## config.mk

```make
export PLATFORM = sky130hd
export DESIGN_NAME = rgn_xlate_unit
export DESIGN_NICKNAME = d
export VERILOG_FILES = /design/src/rtl/rgn_pkg.sv /design/src/rtl/rgn_table.sv /design/src/rtl/rgn_attr_decode.sv /design/src/rtl/rgn_access_judge.sv /design/src/rtl/rgn_xlate_unit.sv
export SDC_FILE = /design/constraint.sdc
export NUM_CORES = 1
export LEC_CHECK = 0
export ABC_AREA = 1
export BUFFER_PORTS_ARGS = -buffer_cell sky130_fd_sc_hd__buf_2
export CAP_MARGIN = 20
export CORE_ASPECT_RATIO = 1.1
export CORE_UTILIZATION = 31
export DETAILED_ROUTE_END_ITERATION = 6
export PLACE_DENSITY = 0.54
export SETUP_SLACK_MARGIN = 0.4
export SLEW_MARGIN = 10
export SYNTH_ARGS = -nofsm -noshare
export SYNTH_HDL_FRONTEND = slang
export SYNTH_SLANG_ARGS = --single-unit
```

## constraint.sdc

```tcl
create_clock -name clk -period 6.13 [get_ports clk]
set_input_delay 1.839 -clock clk [delete_from_list [all_inputs] [get_ports clk]]
set_output_delay 1.839 -clock clk [all_outputs]
set_load 0.01 [all_outputs]
```

## src/rtl/rgn_pkg.sv

```systemverilog
package rgn_pkg;
  typedef enum logic [1:0] {
    ACC_READ  = 2'd0,
    ACC_WRITE = 2'd1,
    ACC_FETCH = 2'd2,
    ACC_RSVD  = 2'd3
  } acc_kind_e;

  localparam int PERM_R = 0;
  localparam int PERM_W = 1;
  localparam int PERM_X = 2;

  localparam int CAUSE_FETCH_DENY = 20;
  localparam int CAUSE_LOAD_DENY  = 28;
  localparam int CAUSE_STORE_DENY = 29;

  localparam int ATTR_AT_RESET = 2;
endpackage

```

## src/rtl/rgn_table.sv

```systemverilog
module rgn_table #(
  parameter int IDX_W  = 3,
  parameter int ATTR_W = 4
) (
  input  logic              clk,
  input  logic              rst_n,
  input  logic              wr_en,
  input  logic [IDX_W-1:0]  wr_idx,
  input  logic [IDX_W-1:0]  wr_base,
  input  logic [ATTR_W-1:0] wr_attr,
  input  logic [IDX_W-1:0]  rd_idx,
  output logic [IDX_W-1:0]  rd_base,
  output logic [ATTR_W-1:0] rd_attr
);
  localparam int NUM_ENT = 1 << IDX_W;

  logic [IDX_W-1:0]  base_q [NUM_ENT];
  logic [ATTR_W-1:0] attr_q [NUM_ENT];
  logic [NUM_ENT-1:0] wr_hit;

  always_comb begin
    for (int k = 0; k < NUM_ENT; k++) begin
      wr_hit[k] = wr_en && (wr_idx == IDX_W'(k));
    end
  end

  for (genvar g = 0; g < NUM_ENT; g++) begin : g_ent
    always_ff @(posedge clk or negedge rst_n) begin
      if (!rst_n) begin
        base_q[g] <= IDX_W'(g);
        attr_q[g] <= ATTR_W'(rgn_pkg::ATTR_AT_RESET);
      end else if (wr_hit[g]) begin
        base_q[g] <= wr_base;
        attr_q[g] <= wr_attr;
      end
    end
  end

  assign rd_base = base_q[rd_idx];
  assign rd_attr = attr_q[rd_idx];


  wr_lands_chk: assert property (@(posedge clk) disable iff (!rst_n)
    wr_en |=> (base_q[$past(wr_idx)] == $past(wr_base)) &&
              (attr_q[$past(wr_idx)] == $past(wr_attr)));
endmodule

```

## src/rtl/rgn_attr_decode.sv

```systemverilog
module rgn_attr_decode #(
  parameter int ATTR_W = 4
) (
  input  logic [ATTR_W-1:0] attr,
  output logic              can_rw,
  output logic              can_x
);
  localparam logic [ATTR_W-1:0] LIM   = ATTR_W'(6);
  localparam logic [ATTR_W-1:0] HOLE  = ATTR_W'(3);
  localparam logic [ATTR_W-1:0] EXTRA = ATTR_W'(14);

  always_comb begin
    can_rw = ((attr < LIM) && (attr != HOLE)) || (attr == EXTRA);
    can_x  = (attr != '0) && (attr < LIM);
  end
endmodule

```

## src/rtl/rgn_access_judge.sv

```systemverilog
module rgn_access_judge #(
  parameter int CAUSE_W = 6
) (
  input  logic [1:0]         kind,
  input  logic [2:0]         perm,
  output logic               ok,
  output logic [CAUSE_W-1:0] cause
);
  import rgn_pkg::*;

  logic               need;
  logic [CAUSE_W-1:0] deny_code;

  always_comb begin
    unique case (kind)
      ACC_FETCH: begin
        need      = perm[PERM_X];
        deny_code = CAUSE_W'(CAUSE_FETCH_DENY);
      end
      ACC_WRITE: begin
        need      = perm[PERM_W];
        deny_code = CAUSE_W'(CAUSE_STORE_DENY);
      end
      default: begin
        need      = perm[PERM_R];
        deny_code = CAUSE_W'(CAUSE_LOAD_DENY);
      end
    endcase
    ok    = need;
    cause = need ? '0 : deny_code;
  end
endmodule

```

## src/rtl/rgn_xlate_unit.sv

```systemverilog
module rgn_xlate_unit #(
  parameter int VA_W    = 32,
  parameter int IDX_W   = 3,
  parameter int ATTR_W  = 4,
  parameter int CAUSE_W = 6
) (
  input  logic               clk,
  input  logic               rst_n,
  input  logic               req_valid,
  input  logic [VA_W-1:0]    req_vaddr,
  input  logic [1:0]         req_kind,
  input  logic               wr_en,
  input  logic               wr_itab,
  input  logic [IDX_W-1:0]   wr_idx,
  input  logic [IDX_W-1:0]   wr_base,
  input  logic [ATTR_W-1:0]  wr_attr,
  output logic               rsp_valid,
  output logic [VA_W-1:0]    rsp_paddr,
  output logic [2:0]         rsp_perm,
  output logic               rsp_ok,
  output logic [CAUSE_W-1:0] rsp_cause
);
  import rgn_pkg::*;

  localparam int OFS_W = VA_W - IDX_W;

  // reset: asserted asynchronously, released on the clock
  logic [1:0] rst_sync_q;
  logic       rst_in_n;

  always_ff @(posedge clk or negedge rst_n) begin
    if (!rst_n) rst_sync_q <= '0;
    else        rst_sync_q <= {rst_sync_q[0], 1'b1};
  end
  assign rst_in_n = rst_sync_q[1];

  logic [IDX_W-1:0]  reg_idx;
  logic [OFS_W-1:0]  reg_ofs;
  logic              is_fetch;
  logic [IDX_W-1:0]  ib_base, db_base, sel_base;
  logic [ATTR_W-1:0] ib_attr, db_attr, sel_attr;
  logic              can_rw, can_x;
  logic [2:0]        nxt_perm;
  logic              nxt_ok;
  logic [CAUSE_W-1:0] nxt_cause;
  logic [VA_W-1:0]   nxt_paddr;

  assign reg_idx  = req_vaddr[VA_W-1 -: IDX_W];
  assign reg_ofs  = req_vaddr[OFS_W-1:0];
  assign is_fetch = (req_kind == ACC_FETCH);

  rgn_table #(.IDX_W(IDX_W), .ATTR_W(ATTR_W)) u_itab (
    .clk(clk), .rst_n(rst_in_n),
    .wr_en(wr_en && wr_itab), .wr_idx(wr_idx), .wr_base(wr_base), .wr_attr(wr_attr),
    .rd_idx(reg_idx), .rd_base(ib_base), .rd_attr(ib_attr)
  );

  rgn_table #(.IDX_W(IDX_W), .ATTR_W(ATTR_W)) u_dtab (
    .clk(clk), .rst_n(rst_in_n),
    .wr_en(wr_en && !wr_itab), .wr_idx(wr_idx), .wr_base(wr_base), .wr_attr(wr_attr),
    .rd_idx(reg_idx), .rd_base(db_base), .rd_attr(db_attr)
  );

  assign sel_base = is_fetch ? ib_base : db_base;
  assign sel_attr = is_fetch ? ib_attr : db_attr;

  rgn_attr_decode #(.ATTR_W(ATTR_W)) u_dec (
    .attr(sel_attr), .can_rw(can_rw), .can_x(can_x)
  );

  always_comb begin
    nxt_perm         = '0;
    nxt_perm[PERM_R] = can_rw;
    nxt_perm[PERM_W] = can_rw;
    nxt_perm[PERM_X] = can_x;
    nxt_paddr        = {sel_base, reg_ofs};
  end

  rgn_access_judge #(.CAUSE_W(CAUSE_W)) u_judge (
    .kind(req_kind), .perm(nxt_perm), .ok(nxt_ok), .cause(nxt_cause)
  );

  always_ff @(posedge clk or negedge rst_in_n) begin
    if (!rst_in_n) begin
      rsp_valid <= 1'b0;
      rsp_paddr <= '0;
      rsp_perm  <= '0;
      rsp_ok    <= 1'b0;
      rsp_cause <= '0;
    end else begin
      rsp_valid <= req_valid;
      if (req_valid) begin
        rsp_paddr <= nxt_paddr;
        rsp_perm  <= nxt_perm;
        rsp_ok    <= nxt_ok;
        rsp_cause <= nxt_cause;
      end
    end
  end


  rsp_follows_req_chk: assert property (@(posedge clk) disable iff (!rst_in_n)
    req_valid |=> rsp_valid);


  idle_holds_chk: assert property (@(posedge clk) disable iff (!rst_in_n)
    !req_valid |=> !rsp_valid && $stable(rsp_paddr) && $stable(rsp_cause));


  ok_cause_chk: assert property (@(posedge clk) disable iff (!rst_in_n)
    rsp_valid |-> (rsp_ok == (rsp_cause == '0)));


  offset_pass_chk: assert property (@(posedge clk) disable iff (!rst_in_n)
    req_valid |=> rsp_paddr[OFS_W-1:0] == $past(req_vaddr[OFS_W-1:0]));


  fetch_uses_x_chk: assert property (@(posedge clk) disable iff (!rst_in_n)
    (req_valid && req_kind == ACC_FETCH) |=> (rsp_ok == rsp_perm[PERM_X]));
endmodule

```

==> results.txt, run 1 <==
launch instance of the worst register-to-register path -> u_dtab.attr_q[29]
P_leak -> 3.90 nW
Mapped Cells -> 843
wire length of the first global-routing pass -> 28,700 um
Core ar. -> 22,000 um2
type of the worst setup path -> input port to flop
combinational family with the most area after synthesis -> simple AND/OR/NAND/NOR gates
Synth area leader -> dfrtp_1
Inserted Clock Buffers -> 17
Starting Density -> 0.315
kind of end point of the critical path -> flop
number of ports placed on the die boundary -> 92
number of flip-flops and latches in the synthesized netlist -> 153
via count -> 5,584
worst min-delay path class -> flop to asynchronous set/reset pin
required time at the worst-slack endpoint -> 6440 ps
overall die area -> 23,000 um2
Worst VDD drop -> 0.171 mV
DP Wirelength -> 11,500 um
R2R depth -> 13
Critical Path Start -> req_vaddr[29]
post-synthesis compound-gate area fraction -> 0.126
maximum fanout count along the critical path -> 33
hold violation total from the final report -> 0
top cell family by delay on the critical path -> buffers and inverters
TritonCTS clock tree -> yes
fraction of layout instances using a drive strength above 1 -> 0.195
headroom to the max-slew limit -> 0.291
per-cell routed wire length -> 14.6 um
worst-case setup slack after placement -> 2240 ps
Antenna Cells -> 0
worst reg2reg path endpoint -> rsp_ok
CTS Sinks -> 153
status -> completed
final design area excluding fillers -> 8090 um2
utilization after layout -> 0.367
GRT Total Usage -> 0.162
adder-cell share of the synthesized area -> 0
number of buffer cells added on primary ports -> 89
Worst Slack Setup Final -> 2670 ps
cell seen most often among critical-path stages -> nand2_1
final total negative setup slack -> 0 ps
final antenna-violating net count -> 0
share of async-settable or async-resettable flops after synthesis -> 1.00
largest net degree at the start of global routing -> 75
crit path buf inv count -> 2
setup clock skew after layout -> 12.0 ps
number of antenna violations at the first check in global routing -> 0
startpoint type of the worst setup path -> input port
mux share of post-synthesis cell area -> 0
buffer count from post-CTS setup fixing -> 0
DRC marker count from the first detailed-route iteration -> 471
slew of the pin with the lowest slew margin -> 1060 ps
leading cell type by number of instances after synthesis -> nand2_1
post-synthesis sequential area ratio -> 0.558
number of cells on the critical path -> 15
average size of a mapped cell -> 8.24 um2
post-synthesis instance area -> 6950 um2
hold-fix buffers at CTS -> 0
routed via count divided by cell count -> 4.61
Setup-failing EPs final -> 0
Yosys warnings -> 0
fraction of the mapped netlist area in simple logic gates -> 0.234
cell row count -> 57
xor/xnor share of the synthesized area -> 0
worst-case clock buffer depth -> 2
reg-to-reg setup timing slack -> 4550 ps
area share of the leading cell type in the synthesized netlist -> 0.407
main area contributors after synthesis -> dfrtp_1 41%, dfstp_2 15%, nand2_1 15%
Fmax achieved -> 0.289 GHz
die height -> 159 um
number of H-tree levels -> 4
clock root cell -> clkbuf_16
time the worst path needs with I/O delays and setup -> 3460 ps
overall routed net length -> 17,700 um
detailed-routing iteration count for the pre-antenna-repair pass -> 5
later-pin clock latency in the skew report -> 420 ps
Tcrit/Tclk final -> 0.565
PD cells -> 346 nW/um2
global placer's final weighted congestion -> 0.785
cell breakdown of the critical path -> buf_2 > buf_4 > nand2_1 > o21ai_0 > nand2_1 > nand3_1 > nand3_1 > nand2_2 > nand2_2 > nand2_2 > nand2_2 > nand3_1 > nand2_1 > nand2_1 > nand2_1
number of pins with negative max-slew slack in the final report -> 0
most common flop cell mapped by yosys -> dfrtp_1
unrepaired setup endpoints after global routing -> false
number of remaining DRC errors -> 0
area growth from synthesis to layout -> 16.4%
crit-path max cell delay -> 520 ps
number of global-route vias before repair -> 5,358
total congestion overflow -> 0
slowest cell on the critical path -> buf_2
number of max-cap violations -> 0
Crit path arrival time -> 3770 ps
commonest cells in the netlist -> 276 x nand2_1, 123 x o21ai_0, 113 x dfrtp_1
number of resized instances in the post-cts repair step -> 0
capture point of the worst path -> rsp_ok
clock transition at the register clock pins on the worst setup and hold paths after CTS -> 70 ps
Final nets -> 951
DP Area -> 7500 um2
width of the chip -> 145 um
number of unique standard cell types used by synthesis -> 29
EDFF count, synth -> 0
[through the flow]
stage	power, W	std cells	hold WS, ps
3_3_place_gp	0.00177	1176	185
2_1_floorplan	0.00164	844	331
3_5_place_dp	0.00178	1177	184
4_1_cts	0.00283	1209	191
6_report	0.00280	1210	186
5_1_grt	0.00297	1210	208
[layer usage]
layer	track usage	part of all wire	vias up	wire length (um)
li1	-	-	2808	-
met1	0.218	0.48	2625	8530
met2	0.264	0.46	143	8190
met3	0.0337	0.047	8	829
met4	0.0431	0.0056	0	99
met5	0	0	-	0
[registers in the layout, indices dropped and copies added (netlist names)]
name / count
rsp_paddr: 32
u_dtab.attr_q: 32
u_itab.attr_q: 32
u_dtab.base_q: 24
u_itab.base_q: 24
rsp_cause: 3
rsp_perm: 2
rst_sync_q: 2
rsp_ok: 1
rsp_valid: 1
[cell usage in the layout (no fill, tap or decap), types with 4 or more instances in the layout]
cell and count:
clkinvlp_4 5, o21ai_1 4, nor2_1 60, o221ai_1 6, buf_4 6, nand3_1 54, buf_2 89, nand2_1 276
nand2_2 7, clkbuf_16 17, dfstp_2 40, o22ai_1 6, a21oi_1 17, o21ai_0 123, o211ai_1 4, dfrtp_1 112
inv_1 59
[power by group]
part / leakage (nW) / switching (W) / internal, W
logic: 1.82 / 0.000262 / 0.000163
registers: 1.81 / 0.0000965 / 0.00124
clock network: 0.269 / 0.000414 / 0.000622
total: 3.90 / 0.000773 / 0.00202
[how the worst min path moves through the flow]
stage	start	end	slack, ps
floorplan	rst_sync_q[0]	rst_sync_q[1]	330
detailed placement	rst_sync_q[1]	u_dtab.base_q[19]	180
global route	rst_sync_q[1]	u_dtab.base_q[19]	210
finish	rst_sync_q[1]	u_dtab.base_q[19]	190
CTS	rst_sync_q[1]	u_dtab.base_q[19]	190
global placement	rst_sync_q[1]	u_dtab.base_q[19]	190
[kinds of logic after synthesis]
kind of cell | count (synthesis)
AND/OR/NAND/NOR | 404
AO/OA/AOI/OAI | 165
flip-flops | 153
other | 2
buffers and inverters | 119
[layout make-up]
| class | instances | area (um2) |
|---|---|---|
| flip-flops and latches | 153 | 3880 |
| multi-input cells | 572 | 2510 |
| clock buffers | 22 | 464 |
| inverters | 62 | 238 |
| fillers | 2317 | 13900 |
| well taps | 295 | 369 |
| repair buffers | 96 | 502 |
| clock inverters | 10 | 120 |
No activity file was read; power rests on OpenSTA's default activity.
==> run 2, diff against run 1 <==
--- a/config.mk
+++ b/config.mk
@@ -11,7 +11,7 @@
 export CORE_ASPECT_RATIO = 1.1
 export CORE_UTILIZATION = 31
 export DETAILED_ROUTE_END_ITERATION = 6
-export PLACE_DENSITY = 0.54
+export PLACE_DENSITY = 0.56
 export SETUP_SLACK_MARGIN = 0.4
 export SLEW_MARGIN = 10
 export SYNTH_ARGS = -nofsm -noshare
==> constraint.sdc (replaced) <==
create_clock -name clk -period 2.99 [get_ports clk]
set_input_delay 0.897 -clock clk [delete_from_list [all_inputs] [get_ports clk]]
set_output_delay 0.897 -clock clk [all_outputs]
set_load 0.01 [all_outputs]
==> run 2 against run 1 <==
Effect of this change: worst setup slack got worse by 1800 ps; flip-flop and latch count did not move; via count rose by 0.47%; combinational power rose by 110%; design area rose by 0.70%; clock power rose by 96%; critical path type unchanged; largest cell class unchanged.
==> results.txt, run 2 (synthesized netlist as in run 1, its figures left out) <==
total power of the final layout -> 0.00567 W
hold violation total from the final report -> 0
reg-to-reg setup timing slack -> 1410 ps
fraction of layout instances using a drive strength above 1 -> 0.200
global placer's final weighted congestion -> 0.789
final antenna-violating net count -> 0
Core ar. -> 22,000 um2
routed via count divided by cell count -> 4.60
per-cell routed wire length -> 14.6 um
hold-fix buffers at CTS -> 0
wire length of the first global-routing pass -> 29,500 um
Inserted Clock Buffers -> 17
area growth from synthesis to layout -> 17.2%
status -> completed
Setup-failing EPs final -> 0
slew of the pin with the lowest slew margin -> 764 ps
final total negative setup slack -> 0 ps
unrepaired setup endpoints after global routing -> false
later-pin clock latency in the skew report -> 430 ps
leading cell type in the layout, fill and taps excluded -> nand2_1
number of antenna violations at the first check in global routing -> 0
required time at the worst-slack endpoint -> 3300 ps
time the worst path needs with I/O delays and setup -> 2120 ps
via count -> 5,610
TritonCTS clock tree -> yes
cell row count -> 57
cell seen most often among critical-path stages -> nand2_1
overall die area -> 23,000 um2
number of H-tree levels -> 4
die height -> 159 um
number of pins with negative max-slew slack in the final report -> 0
Tcrit/Tclk final -> 0.708
top library cells by usage in the layout, fill and taps aside -> 276 x nand2_1, 123 x o21ai_0, 112 x dfrtp_1
number of ports placed on the die boundary -> 92
number of max-cap violations -> 0
P_leak -> 3.95 nW
largest net degree at the start of global routing -> 58
worst min-delay path class -> input port to asynchronous set/reset pin
startpoint type of the worst setup path -> input port
top cell family by delay on the critical path -> simple AND/OR/NAND/NOR gates
cell breakdown of the critical path -> buf_2 > buf_4 > nand2_1 > o211ai_1 > nand3_1 > nand3_1 > nand2_1 > nor2_1 > nand2_1 > nand3_1 > nand2_1 > nand2_1 > nand2_1
launch instance of the worst register-to-register path -> u_dtab.attr_q[29]
total congestion overflow -> 0
crit-path max cell delay -> 340 ps
number of resized instances in the post-cts repair step -> 0
worst-case clock buffer depth -> 2
crit path buf inv count -> 2
Final nets -> 960
PD cells -> 696 nW/um2
worst reg2reg path endpoint -> rsp_perm[1]
maximum fanout count along the critical path -> 25
Crit path arrival time -> 2430 ps
R2R depth -> 12
DP Wirelength -> 11,700 um
buffer count from post-CTS setup fixing -> 0
type of the worst setup path -> input port to flop
kind of end point of the critical path -> flop
slowest cell on the critical path -> buf_4
DRC marker count from the first detailed-route iteration -> 375
number of global-route vias before repair -> 5,467
Fmax achieved -> 0.473 GHz
registers with the highest flip-flop counts -> rsp_paddr x32, u_dtab.attr_q x32, u_itab.attr_q x32
width of the chip -> 145 um
overall routed net length -> 17,800 um
number of buffer cells added on primary ports -> 89
detailed-routing iteration count for the pre-antenna-repair pass -> 5
clock root cell -> clkbuf_16
CTS Sinks -> 153
number of remaining DRC errors -> 0
GRT Total Usage -> 0.167
Worst VDD drop -> 0.267 mV
Antenna Cells -> 0
setup clock skew after layout -> 12.5 ps
clock transition at the register clock pins on the worst setup and hold paths after CTS -> 60 ps
headroom to the max-slew limit -> 0.491
Starting Density -> 0.315
## run 2: cell count changes in the layout (fill, tap and decap cells not counted)
| cell | previous run | this run |
|---|---|---|
| clkbuf_1 | 3 | 5 |
| clkinv_2 | 1 | 5 |
| clkinv_4 | 1 | 0 |
| buf_4 | 6 | 14 |
| clkbuf_8 | 2 | 0 |
| buf_6 | 1 | 0 |
| clkinvlp_4 | 5 | 3 |
| buf_12 | 0 | 2 |
| inv_6 | 2 | 1 |
## run 2: power by group
part           internal (W)  total, W  switching [W]
clock network       0.00122   0.00204       0.000825
registers           0.00254   0.00275       0.000209
logic              0.000343  0.000875       0.000532
## run 2: worst register-to-register path: cells and delay by family, from the launching register on
family / cells / cell delay (ps)
compound gates: 1 / 110
buf+inv: 1 / 40
flops: 1 / 530
simple gates: 10 / 770
## run 2: stage by stage
stage / hold slack, ps / setup WS, ps / cell area, um2 / util / cells
finish: 237 / 874 / 8150 / 0.370 / 1219
global route: 227 / 662 / 8150 / 0.370 / 1219
CTS: 223 / 874 / 8150 / 0.370 / 1219
detailed placement: 346 / 432 / 7590 / 0.345 / 1187
global placement: 336 / 425 / 7590 / 0.345 / 1187
floorplan: 331 / 492 / 6950 / - / 844
## run 2: worst max-delay path by stage
stage | to | cells past startpoint | startpoint | slack [ps]
after detailed placement | rsp_ok | 13 | req_vaddr[29] | 430
final | rsp_ok | 13 | req_vaddr[29] | 870
after global routing | rsp_ok | 15 | req_vaddr[29] | 660
after global placement | rsp_ok | 13 | req_vaddr[29] | 420
after CTS | rsp_ok | 13 | req_vaddr[29] | 870
after floorplan | rsp_cause[0] | 0 | rst_sync_q[1] | 490
## run 2: cell type report
type / count / area (um2)
Multi-Input combinational cell: 572 / 2510
Sequential cell: 153 / 3880
Inverter: 62 / 238
Clock inverter: 10 / 108
Fill cell: 2296 / 13900
Tap cell: 295 / 369
Clock buffer: 22 / 444
Timing Repair Buffer: 105 / 591
## run 2: routing by layer
metal	wire length, um	vias up	share of wire	track usage
met2	8150	154	0.46	0.271
li1	-	2824	-	-
met4	451	0	0.025	0.0684
met5	0	-	0	0
met3	815	24	0.046	0.0313
met1	8430	2608	0.47	0.217
